==> src/rtl/crc16_pkg.sv <==
package crc16_pkg;
  localparam int CRC_W   = 16;
  localparam int BYTE_W  = 8;
  localparam logic [CRC_W-1:0] POLY_REFL = 16'hA001;

  // One byte step of a reflected CRC, least significant data bit first.
  function automatic logic [CRC_W-1:0] crc_step(
    input logic [CRC_W-1:0]  crc,
    input logic [BYTE_W-1:0] data,
    input logic [CRC_W-1:0]  poly
  );
    logic [CRC_W-1:0] c;
    c = crc;
    for (int b = 0; b < BYTE_W; b++) begin
      if (c[0] ^ data[b]) c = (c >> 1) ^ poly;
      else                c = c >> 1;
    end
    return c;
  endfunction
endpackage

==> src/rtl/crc16_engine.sv <==
module crc16_engine
  import crc16_pkg::*;
#(
  parameter logic [CRC_W-1:0] POLY = POLY_REFL
) (
  input  logic              clk,
  input  logic              rst_n,
  input  logic [CRC_W-1:0]  init_i,
  input  logic              load_i,
  input  logic              step_i,
  input  logic [BYTE_W-1:0] data_i,
  output logic [CRC_W-1:0]  crc_o,
  output logic [CRC_W-1:0]  crc_next_o
);
  logic [CRC_W-1:0] base;

  assign base       = load_i ? init_i : crc_o;
  assign crc_next_o = step_i ? crc_step(base, data_i, POLY) : crc_o;

  always_ff @(posedge clk or negedge rst_n) begin
    if (!rst_n) crc_o <= '0;
    else        crc_o <= crc_next_o;
  end

  // the state never moves on a cycle without an accepted byte
  a_r9_idle_hold: assert property (@(posedge clk) disable iff (!rst_n)
    !step_i |=> $stable(crc_o));
endmodule

==> src/rtl/crc16_tx_append.sv <==
module crc16_tx_append
  import crc16_pkg::*;
(
  input  logic              clk,
  input  logic              rst_n,
  input  logic              acc_i,
  input  logic              eop_i,
  input  logic [BYTE_W-1:0] data_i,
  input  logic [CRC_W-1:0]  crc_i,
  output logic              busy_o,
  output logic              out_valid_o,
  output logic [BYTE_W-1:0] out_data_o,
  output logic              out_crc_o,
  output logic              out_last_o
);
  localparam int NB    = CRC_W / BYTE_W;
  localparam int CNT_W = $clog2(NB + 1);

  logic [CNT_W-1:0] cnt_q;
  logic [CNT_W-1:0] idx;
  logic             start_append;

  assign busy_o       = (cnt_q != '0);
  assign idx          = CNT_W'(NB) - cnt_q;
  assign start_append = acc_i && eop_i;

  always_ff @(posedge clk or negedge rst_n) begin
    if (!rst_n) begin
      cnt_q       <= '0;
      out_valid_o <= 1'b0;
      out_data_o  <= '0;
      out_crc_o   <= 1'b0;
      out_last_o  <= 1'b0;
    end else if (busy_o) begin
      cnt_q       <= cnt_q - 1'b1;
      out_valid_o <= 1'b1;
      out_data_o  <= BYTE_W'(crc_i >> (int'(idx) * BYTE_W));
      out_crc_o   <= 1'b1;
      out_last_o  <= (cnt_q == CNT_W'(1));
    end else begin
      cnt_q       <= start_append ? CNT_W'(NB) : '0;
      out_valid_o <= acc_i;
      out_data_o  <= acc_i ? data_i : out_data_o;
      out_crc_o   <= 1'b0;
      out_last_o  <= 1'b0;
    end
  end

  // the last data byte is followed by the append phase
  a_r5_append_follows: assert property (@(posedge clk) disable iff (!rst_n)
    start_append |=> out_valid_o && !out_crc_o && busy_o);
  // no byte is taken while appending
  a_r5_gate: assert property (@(posedge clk) disable iff (!rst_n)
    busy_o |-> !acc_i);
  // last data byte, then a low CRC byte that is not last
  a_r4_low_byte: assert property (@(posedge clk) disable iff (!rst_n)
    (out_valid_o && !out_crc_o && busy_o) |=> out_crc_o && !out_last_o);
  // a non-final CRC byte is followed by the final one
  a_r4_last_pair: assert property (@(posedge clk) disable iff (!rst_n)
    (out_crc_o && !out_last_o) |=> out_crc_o && out_last_o);
endmodule

==> src/rtl/crc16_rx_check.sv <==
module crc16_rx_check
  import crc16_pkg::*;
(
  input  logic             clk,
  input  logic             rst_n,
  input  logic             eop_i,
  input  logic [CRC_W-1:0] seed_next_i,
  input  logic [CRC_W-1:0] zero_next_i,
  output logic             res_valid_o,
  output logic             ok_seed_o,
  output logic             ok_zero_o
);
  // The field is appended low byte first, so a match leaves a zero residue.
  always_ff @(posedge clk or negedge rst_n) begin
    if (!rst_n) begin
      res_valid_o <= 1'b0;
      ok_seed_o   <= 1'b0;
      ok_zero_o   <= 1'b0;
    end else begin
      res_valid_o <= eop_i;
      if (eop_i) begin
        ok_seed_o <= (seed_next_i == '0);
        ok_zero_o <= (zero_next_i == '0);
      end
    end
  end

  // every receive end byte yields a result strobe
  a_r6_strobe: assert property (@(posedge clk) disable iff (!rst_n)
    eop_i |=> res_valid_o);
  // flags only change together with a strobe
  a_r10_hold: assert property (@(posedge clk) disable iff (!rst_n)
    !res_valid_o |-> $stable(ok_seed_o) && $stable(ok_zero_o));
endmodule

==> src/rtl/crc16_dualseed.sv <==
module crc16_dualseed
  import crc16_pkg::*;
(
  input  logic              clk,
  input  logic              rst_n,
  input  logic [15:0]       seed_i,
  input  logic              dir_tx_i,
  input  logic              tx_zero_seed_i,
  input  logic              in_valid_i,
  input  logic              in_sop_i,
  input  logic              in_eop_i,
  input  logic [7:0]        in_data_i,
  output logic              out_valid_o,
  output logic [7:0]        out_data_o,
  output logic              out_crc_o,
  output logic              out_last_o,
  output logic              res_valid_o,
  output logic              crc_ok_seed_o,
  output logic              crc_ok_zero_o,
  output logic              crc_ok_o
);
  localparam int N_ENG = 2; // engine 0: programmed seed, engine 1: zero seed

  logic                  busy, take, sop_acc, byte_acc, eop_acc;
  logic                  in_pkt_q, dir_q, zsel_q, dir_eff, zsel_eff;
  logic                  tx_acc, tx_eop, rx_eop;
  logic [CRC_W-1:0]      eng_crc  [N_ENG];
  logic [CRC_W-1:0]      eng_next [N_ENG];

  assign take     = in_valid_i && !busy;
  assign sop_acc  = take && in_sop_i;
  assign byte_acc = take && (in_sop_i || in_pkt_q);
  assign eop_acc  = byte_acc && in_eop_i;
  assign dir_eff  = sop_acc ? dir_tx_i       : dir_q;
  assign zsel_eff = sop_acc ? tx_zero_seed_i : zsel_q;
  assign tx_acc   = byte_acc && dir_eff;
  assign tx_eop   = eop_acc && dir_eff;
  assign rx_eop   = eop_acc && !dir_eff;

  always_ff @(posedge clk or negedge rst_n) begin
    if (!rst_n) begin
      in_pkt_q <= 1'b0;
      dir_q    <= 1'b0;
      zsel_q   <= 1'b0;
    end else begin
      if (sop_acc)      in_pkt_q <= !in_eop_i;
      else if (eop_acc) in_pkt_q <= 1'b0;
      dir_q  <= dir_eff;
      zsel_q <= zsel_eff;
    end
  end

  for (genvar g = 0; g < N_ENG; g++) begin : g_eng
    logic [CRC_W-1:0] init_w;
    assign init_w = (g == 0) ? seed_i : '0;
    crc16_engine u_eng (
      .clk        (clk),
      .rst_n      (rst_n),
      .init_i     (init_w),
      .load_i     (sop_acc),
      .step_i     (byte_acc),
      .data_i     (in_data_i),
      .crc_o      (eng_crc[g]),
      .crc_next_o (eng_next[g])
    );
  end

  crc16_tx_append u_tx (
    .clk         (clk),
    .rst_n       (rst_n),
    .acc_i       (tx_acc),
    .eop_i       (tx_eop),
    .data_i      (in_data_i),
    .crc_i       (zsel_q ? eng_crc[1] : eng_crc[0]),
    .busy_o      (busy),
    .out_valid_o (out_valid_o),
    .out_data_o  (out_data_o),
    .out_crc_o   (out_crc_o),
    .out_last_o  (out_last_o)
  );

  crc16_rx_check u_rx (
    .clk         (clk),
    .rst_n       (rst_n),
    .eop_i       (rx_eop),
    .seed_next_i (eng_next[0]),
    .zero_next_i (eng_next[1]),
    .res_valid_o (res_valid_o),
    .ok_seed_o   (crc_ok_seed_o),
    .ok_zero_o   (crc_ok_zero_o)
  );

  assign crc_ok_o = crc_ok_seed_o || crc_ok_zero_o;

  // transmit output and receive result never coincide
  a_r11_excl: assert property (@(posedge clk) disable iff (!rst_n)
    !(out_valid_o && res_valid_o));
  // a start strobe while a packet is open keeps the packet open
  a_r8_restart: assert property (@(posedge clk) disable iff (!rst_n)
    (sop_acc && in_pkt_q && !in_eop_i) |=> in_pkt_q);
endmodule

==> config.mk <==
export PLATFORM = sky130hd
export DESIGN_NAME = crc16_dualseed
export DESIGN_NICKNAME = d
export VERILOG_FILES = /design/src/rtl/crc16_pkg.sv /design/src/rtl/crc16_engine.sv /design/src/rtl/crc16_tx_append.sv /design/src/rtl/crc16_rx_check.sv /design/src/rtl/crc16_dualseed.sv
export SDC_FILE = /design/constraint.sdc
export NUM_CORES = 1
export LEC_CHECK = 0
export ABC_AREA = 1
export BUFFER_PORTS_ARGS = -buffer_cell sky130_fd_sc_hd__clkbuf_2
export CELL_PAD_IN_SITES_DETAIL_PLACEMENT = 1
export CELL_PAD_IN_SITES_GLOBAL_PLACEMENT = 2
export CORE_MARGIN = 2
export CORE_UTILIZATION = 34
export CTS_CLUSTER_SIZE = 14
export DETAILED_ROUTE_END_ITERATION = 12
export PLACE_DENSITY_LB_ADDON = 0.1
export SYNTH_ARGS = -nofsm -noshare
export SYNTH_HDL_FRONTEND = slang
export SYNTH_SLANG_ARGS = --single-unit
==> constraint.sdc <==
create_clock -name clk -period 6 [get_ports clk]
set_input_delay 1.2 -clock clk [delete_from_list [all_inputs] [get_ports clk]]
set_output_delay 1.2 -clock clk [all_outputs]
set_load 0.01 [all_outputs]
### After elaboration in Yosys (flattened, before gate mapping)

Cells that the tools add are included.

| word-level totals | value |
|---|---|
| bits in registers | 51 |
| bits in latches | 0 |
| memory bits (writable) | 0 |
| memory bits (read-only) | 0 |
| input port bits | 31 |
| output and inout bits | 15 |
| logic and storage cells | 98 |
| memories kept | 0 |

| cells by class | value |
|---|---|
| add/sub/neg operators | 2 |
| multipliers | 0 |
| div/mod/pow operators | 0 |
| magnitude comparators | 0 |
| equal/unequal tests | 1 |
| shift operators | 1 |
| mux-type cells | 31 |
| bitwise operators | 32 |
| reduce and logical (&&, ||, !) cells | 18 |

Operator list:

| operator | count |
|---|---|
| 16-bit two-way mux | 21 |
| 2-bit NOT with 3-bit output | 16 |
| 16-bit zero test | 2 |
| 8-bit two-way mux | 2 |
| 16-bit by 5-bit right shift with 8-bit output | 1 |
| 1-bit bitwise XOR | 16 |
| 1-bit logical AND | 8 |
| 1-bit two-way mux | 6 |
| 2-bit nonzero test | 3 |
| 2-bit two-way mux | 2 |
| 1-bit zero test | 3 |
| 2-bit by 1-bit == test with 1-bit output, second input constant | 1 |
| 1-bit logical OR | 2 |
| 2-bit by 1-bit subtractor with 2-bit output, second input constant | 1 |
| 2-bit subtractor, first input constant | 1 |

### Logic depth before layout (Yosys ltp)

| depth | value |
|---|---|
| word-level depth | 23 |
| gate-level depth with buffers | 22 |
| gate-level depth less buffers | 22 |

### Modules after synthesis

Synthesis repeated with hierarchy kept, for this count alone.

| unflattened totals | value |
|---|---|
| cells, all modules | 548 |
| area total of the unflattened synthesis | 3846.2 um^2 |

Modules (own cells, without submodules):

| module | times used | cells an instance | area each (um^2) | sequential area each (um^2) |
|---|---|---|---|---|
| crc16_engine (g_eng[0].u_eng) | 1 | 176 | 1187.4 | 400.4 |
| crc16_engine (g_eng[1].u_eng) | 1 | 174 | 1152.4 | 400.4 |
| crc16_tx_append | 1 | 108 | 838.3 | 325.3 |
| crc16_dualseed | 1 | 51 | 445.4 | 75.1 |
| crc16_rx_check | 1 | 39 | 222.7 | 75.1 |

### Least setup slack after synthesis

OpenSTA, ideal clock, no wires.

| timing | value |
|---|---|
| path type | input to register |
| start point | input in_sop_i |
| end point | register u_rx.ok_seed_o |
| library setup time | 0.116 ns |
| arrival time | 2.569 ns |
| data required time | 5.884 ns |
| setup slack | 3.314 ns |
| stages on the path | 19 |
| buffers on the path | 1 |
| cells stage by stage | nand3_2 -> buf_2 -> nand2_1 -> nand2_1 -> nand2_1 -> nand2_2 -> nand2_1 -> nand2_1 -> nand2_1 -> nand2_2 -> inv_1 -> nand2_1 -> nand2_1 -> nand2_1 -> nand3_1 -> nand3_1 -> nand2_1 -> nand2_1 -> nand2_1 |

| between the ends | value |
|---|---|
| word-level cells in the longest chain between the ends | 20 |
| elaborated cells on any way between the ends | 34 |
| those cells by class | 11 x mux; 16 x bitwise; 7 x reduce/logical |

RTL lines:

| element | RTL line | source |
|---|---|---|
| start, declared | crc16_dualseed.sv:10 | `input logic in_sop_i,` |
| 1-bit logical AND | crc16_dualseed.sv:31 | `assign sop_acc = take && in_sop_i;` |
| 16-bit two-way mux | crc16_engine.sv:17 | `assign base = load_i ? init_i : crc_o;` |
| 1-bit bitwise XOR or 2-bit NOT with 3-bit output (tied branches) | -- |  |
| 16-bit two-way mux | crc16_pkg.sv:15 | `if (c[0] ^ data[b]) c = (c >> 1) ^ poly;` |
| 1-bit bitwise XOR | crc16_pkg.sv:15 |  |
| 16-bit two-way mux | crc16_pkg.sv:15 |  |
| 1-bit bitwise XOR | crc16_pkg.sv:15 |  |
| 16-bit two-way mux | crc16_pkg.sv:15 |  |
| (+4 left out) | -- |  |
| 1-bit bitwise XOR | crc16_pkg.sv:15 |  |
| 16-bit two-way mux | crc16_pkg.sv:15 |  |
| 1-bit bitwise XOR | crc16_pkg.sv:15 |  |
| 16-bit two-way mux | crc16_pkg.sv:15 |  |
| 1-bit bitwise XOR | crc16_pkg.sv:15 |  |
| 16-bit two-way mux | crc16_pkg.sv:15 |  |
| 16-bit two-way mux | crc16_engine.sv:18 | `assign crc_next_o = step_i ? crc_step(base, data_i, POLY) : crc_o;` |
| 16-bit zero test | crc16_rx_check.sv:22 | `ok_seed_o <= (seed_next_i == '0);` |
| end signal, assigned | crc16_rx_check.sv:22 |  |
| end, declared | crc16_rx_check.sv:10 | `output logic ok_seed_o,` |

Several ways; a longest one is shown, not always the timed one.
A chain may end at the register's enable or synchronous reset.

### Final worst setup path

| timing | value |
|---|---|
| start point | register u_tx.cnt_q[0] |
| end point | register u_rx.ok_seed_o |

| between the ends | value |
|---|---|
| elaborated cells on any way between the ends | 36 |
| those cells by class | 11 x mux; 16 x bitwise; 9 x reduce/logical |

RTL lines:

| element | RTL line | source |
|---|---|---|
| start, declared | crc16_tx_append.sv:19 | `logic [CNT_W-1:0] cnt_q;` |
| start signal, assigned | crc16_tx_append.sv:35 | `cnt_q <= cnt_q - 1'b1;` |
| start signal, assigned | crc16_tx_append.sv:41 | `cnt_q <= start_append ? CNT_W'(NB) : '0;` |
| 2-bit nonzero test * | crc16_tx_append.sv:23 | `assign busy_o = (cnt_q != '0);` |
| 1-bit zero test * | crc16_dualseed.sv:30 | `assign take = in_valid_i && !busy;` |
| 1-bit logical AND * | crc16_dualseed.sv:30 |  |
| 1-bit logical AND | crc16_dualseed.sv:31 |  |
| 1-bit two-way mux | crc16_dualseed.sv:34 | `assign dir_eff = sop_acc ? dir_tx_i : dir_q;` |
| 1-bit zero test | crc16_dualseed.sv:38 | `assign rx_eop = eop_acc && !dir_eff;` |
| 1-bit logical AND * | crc16_dualseed.sv:38 |  |
| named net rx_eop | crc16_dualseed.sv:26 | `logic tx_acc, tx_eop, rx_eop;` |

The timed path passes the listed nets; every way through them passes the cells marked *.

==> summary.md <==
In the post-synthesis netlist, the biggest area contributors are sky130_fd_sc_hd__dfrtp_1 38%, sky130_fd_sc_hd__nand2_1 22%, sky130_fd_sc_hd__nand3_1 7.3%. The die is 103 um tall. The run gives 673 as the placed cell count.

The startpoint of the most critical setup path is u_tx.cnt_q[0]$_DFF_PN0_. In this run the worst path has a maximum fanout of 34. The finished cells cover 3770 um^2.

Most flop-heavy register: g_eng.u_eng.crc_o. The critical path goes through inv_1 -> ha_1 -> nand2_1 -> nor2_4 -> nor2_2 -> inv_2 -> nand3_1 -> inv_1 -> nand2_1 -> nor2_1 -> nand3_1 -> nor2_1 -> nand2_1 -> nor2_1 -> nand4_1 -> nor2_1 -> nand2_1 -> nand2_1. The first-pass iteration count of the detailed router was 4. The flip-flop count of the largest register after layout is 32. Number of enable-type register cells in the synthesized netlist: 0. Once the clock tree was built, the resizer swapped 0 gates to a different size.

The number of ports placed on the die boundary is 46. The largest registers in the layout are g_eng.u_eng.crc_o: 32 flops, u_tx.out_data_o: 8 flops, u_tx.cnt_q: 2 flops. The startpoint identified for the worst hold timing path is u_rx.ok_zero_o$_DFFE_PN0P_.

The maximum buffer depth of the clock tree was 2; the diode insertion count for antenna repair was 0. The tool flagged a number of max-cap violations equal to 0. Async set-or-reset flop fraction in the synthesized netlist: 100%. The tools report the data arrival time of the critical path as 4.65 ns. The worst min-delay path class was flip-flop to flip-flop.

Across the routed clock network, the largest skew measured is 0.00694 ns. The tools report the number of buffers added for setup after CTS as 0. The synthesized netlist net count is 545. The most used flip-flop cell after synthesis is sky130_fd_sc_hd__dfrtp_1.

The number of violations reported at the end of detailed-routing iteration 0 is 129. Once placement finished, the instance area stood at 3680 um^2. The floorplan step defined a die boundary enclosing 10,700 um^2.

The final hold violation count came out at 0. Buffers inserted during clock tree synthesis total 5. For this design, the sink count on the clock tree is 51. The tools report the part of the Yosys area used for sequential elements as 38.0%. The worst path uses 73.3% of the clock period. The logs give 0.862 for the global placer's final weighted congestion and 0 ns for the setup TNS after final layout. The longest individual stage delay on the worst path is 0.53 ns.

The worst-case setup margin in the final layout is 1.60 ns. The startpoint identified for the worst register-to-register timing path is u_tx.cnt_q[0]$_DFF_PN0_. The residual antenna-violating net count after detailed routing was 0; the number of cells traversed by the worst hold path was 2. Setup repair after global routing left no endpoint under its margin. The maximum clock frequency came out at 227 MHz.

The number of different library cells used by synthesis comes to 34. The tools report the warning count from the yosys run as 0. The most repeated library cell on the critical path is sky130_fd_sc_hd__nand2_1. The worst setup path is launched from a flip-flop.

The clock reaches the later pin of the worst-skew pair after 0.31 ns. Maximum ir drop on the vdd rail: 0.175 mV. For the pin count of the biggest net entering global routing, the log shows 52.

The tools report the area of the core region as 9680 um^2. In this run the core area contains 36 standard-cell rows. The power per cell area works out to 553 nW/um^2. In this run the tightest slew margin relative to its limit is 43.1%.

The count of port buffers added during placement works out to 45. The first global-routing pass estimated 18.5 mm of wire. The CTS clock-pin slew for the worst setup and hold paths was 0.11 ns; the post-synthesis cell area was 3360 um^2. The count of cells in the finished layout, fillers not included, comes to 681.

Synthesis-to-layout area growth: 12.3%. Mean routed wirelength per cell: 17.0 um. Each instance of the synthesized netlist takes up on average 6.57 um^2. Setup violations remaining at the end of the flow were counted as 0. Vias per cell: 5.00. The biggest area contributor in the post-synthesis netlist is sky130_fd_sc_hd__dfrtp_1. Post-cts hold buffer count: 0. TritonCTS built the clock tree. Number of flip-flops and latches in the synthesized netlist: 51. The detailed-placement wirelength estimate was 9.03 mm.

The worst reg2reg path depth was 18; the final wirelength was 11.6 mm. The worst endpoint required time was 6.25 ns. In the final layout, the share of cells above drive strength 1 is 13.5%. The area share of the largest cell type after synthesis works out to 38.0%. The horizontal die dimension works out to 103 um.

For this run, design rule violations remaining after detail routing come to 0. The initial utilization of the core area, before any placement, comes to 34.7%. The total overflow left after global routing is 0. Across all layers, the routed design uses 3,404 vias.

In the global route stage, overall resource usage came out at 23.1%. The total count of max-transition violations in the final report was 0. The category of the critical setup timing path is flip-flop to flip-flop. OpenSTA, run right after detailed placement, puts the worst setup slack at 1.64 ns. The flow ran to the end, and the final reports show no timing, DRC or antenna violations. After technology mapping, the gate count stands at 511. The post-route minimum period was 4.40 ns. The clock tree synthesis step divided the H-tree into 2 levels. In this run the clock root is driven by a sky130_fd_sc_hd__clkbuf_8.

The worst setup path is captured at a flip-flop. The slew at the pin closest to its max-slew limit came out at 0.853 ns. The tools report the initial antenna violation count as 0.

The tools report the number of global-route vias before repair as 3,454. The analysis attributes to cell leakage a power of 2.10 nW. The slowest stage of the critical path belongs to the cell sky130_fd_sc_hd__ha_1. In the final design database the tool counted 581 nets.
-- cells in the final DEF, fill, tap and decap left out, types with 4 or more instances in the layout --
cell type                    n
sky130_fd_sc_hd__nand2_2     4
sky130_fd_sc_hd__a21oi_1    12
sky130_fd_sc_hd__xor2_1      4
sky130_fd_sc_hd__clkbuf_2   45
sky130_fd_sc_hd__nor2_1     32
sky130_fd_sc_hd__nand2_1   195
sky130_fd_sc_hd__nand3_1    49
sky130_fd_sc_hd__inv_1      62
sky130_fd_sc_hd__nand3_2     5
sky130_fd_sc_hd__clkbuf_8    5
sky130_fd_sc_hd__dfrtp_1    51
sky130_fd_sc_hd__a31oi_1    10
sky130_fd_sc_hd__o21ai_0    33
-- power breakdown --
| group | internal (W) | switching [W] | total, W | leakage (nW) |
|---|---|---|---|---|
| Sequential | 0.000505 | 0.000138 | 0.000643 | 0.622 |
| Combinational | 0.000398 | 0.000828 | 0.00123 | 1.44 |
| Clock | 0.0000839 | 0.000130 | 0.000214 | 0.0408 |
| Total | 0.000987 | 0.00110 | 0.00208 | 2.10 |
-- metrics by stage --
stage	hold slack, ns	util [%]	total power (W)
finish	0.504	38.9	0.00208
global route	0.570	38.9	0.00231
CTS	0.513	38.9	0.00210
detailed placement	0.485	38.0	0.00188
global placement	0.483	38.0	0.00184
floorplan	0.485	-	0.00151
-- critical path, delay by kind of cell (launching register included) --
family / cells / cell delay, ns
simple gates: 14 / 2.27
buf+inv: 3 / 0.96
fa+ha+maj: 1 / 0.53
flops: 1 / 0.52
-- Yosys cell counts (all sizes together), types with 2 or more instances --
master,instances
ha,3
nand2,199
o21ai,36
or2,3
clkbuf,8
xnor2,2
o22ai,3
inv,65
a21boi,4
a21oi,12
buf,10
a31oi,10
nand3,54
xor2,4
o211ai,2
dfrtp,51
nand4,3
nor2,35
a22oi,3
-- cells by family (layout without fill, tap and decap cells) --
group | count (synthesis) | count (layout) | share of synthesized area (%)
XOR/XNOR | 6 | 6 | 1.79
AND/OR/NAND/NOR | 296 | 296 | 37.1
flip-flops | 51 | 51 | 38.0
adder cells (fa/ha/maj) | 3 | 3 | 1.12
multiplexers | 1 | 1 | 0.298
AO/OA/AOI/OAI | 71 | 71 | 11.8
buffers and inverters | 83 | 120 | 9.87
-- worst paths after layout --
kind,slack (ns),to
setup / recovery,1.60,u_rx.ok_seed_o$_DFFE_PN0P_
hold / removal,0.50,u_rx.ok_zero_o$_DFFE_PN0P_
setup reg to reg,1.60,u_rx.ok_seed_o$_DFFE_PN0P_
hold reg to reg,0.50,u_rx.ok_zero_o$_DFFE_PN0P_
max in group asynchronous,4.53,g_eng[1].u_eng.crc_o[15]$_DFF_PN0_
min in group asynchronous,1.01,u_tx.out_data_o[2]$_DFFE_PN0P_
-- layer usage --
metal | track usage, % | up-vias | share of wire (%)
met4 | 2.83 | 0 | 0.96
met5 | 0 | - | 0
met1 | 32.5 | 1649 | 50
met3 | 2.55 | 6 | 2.2
met2 | 39.5 | 54 | 47
li1 | - | 1695 | -
-- cell type report --
cell class,instances,area (um^2)
Tap cell,133,166
Sequential cell,51,1280
Inverter,65,244
Multi-Input combinational cell,377,1750
Timing Repair Buffer,47,240
Clock buffer,5,68.8
Clock inverter,3,23.8
Fill cell,1284,5910
Note: power is estimated with default switching activity, not from simulation.
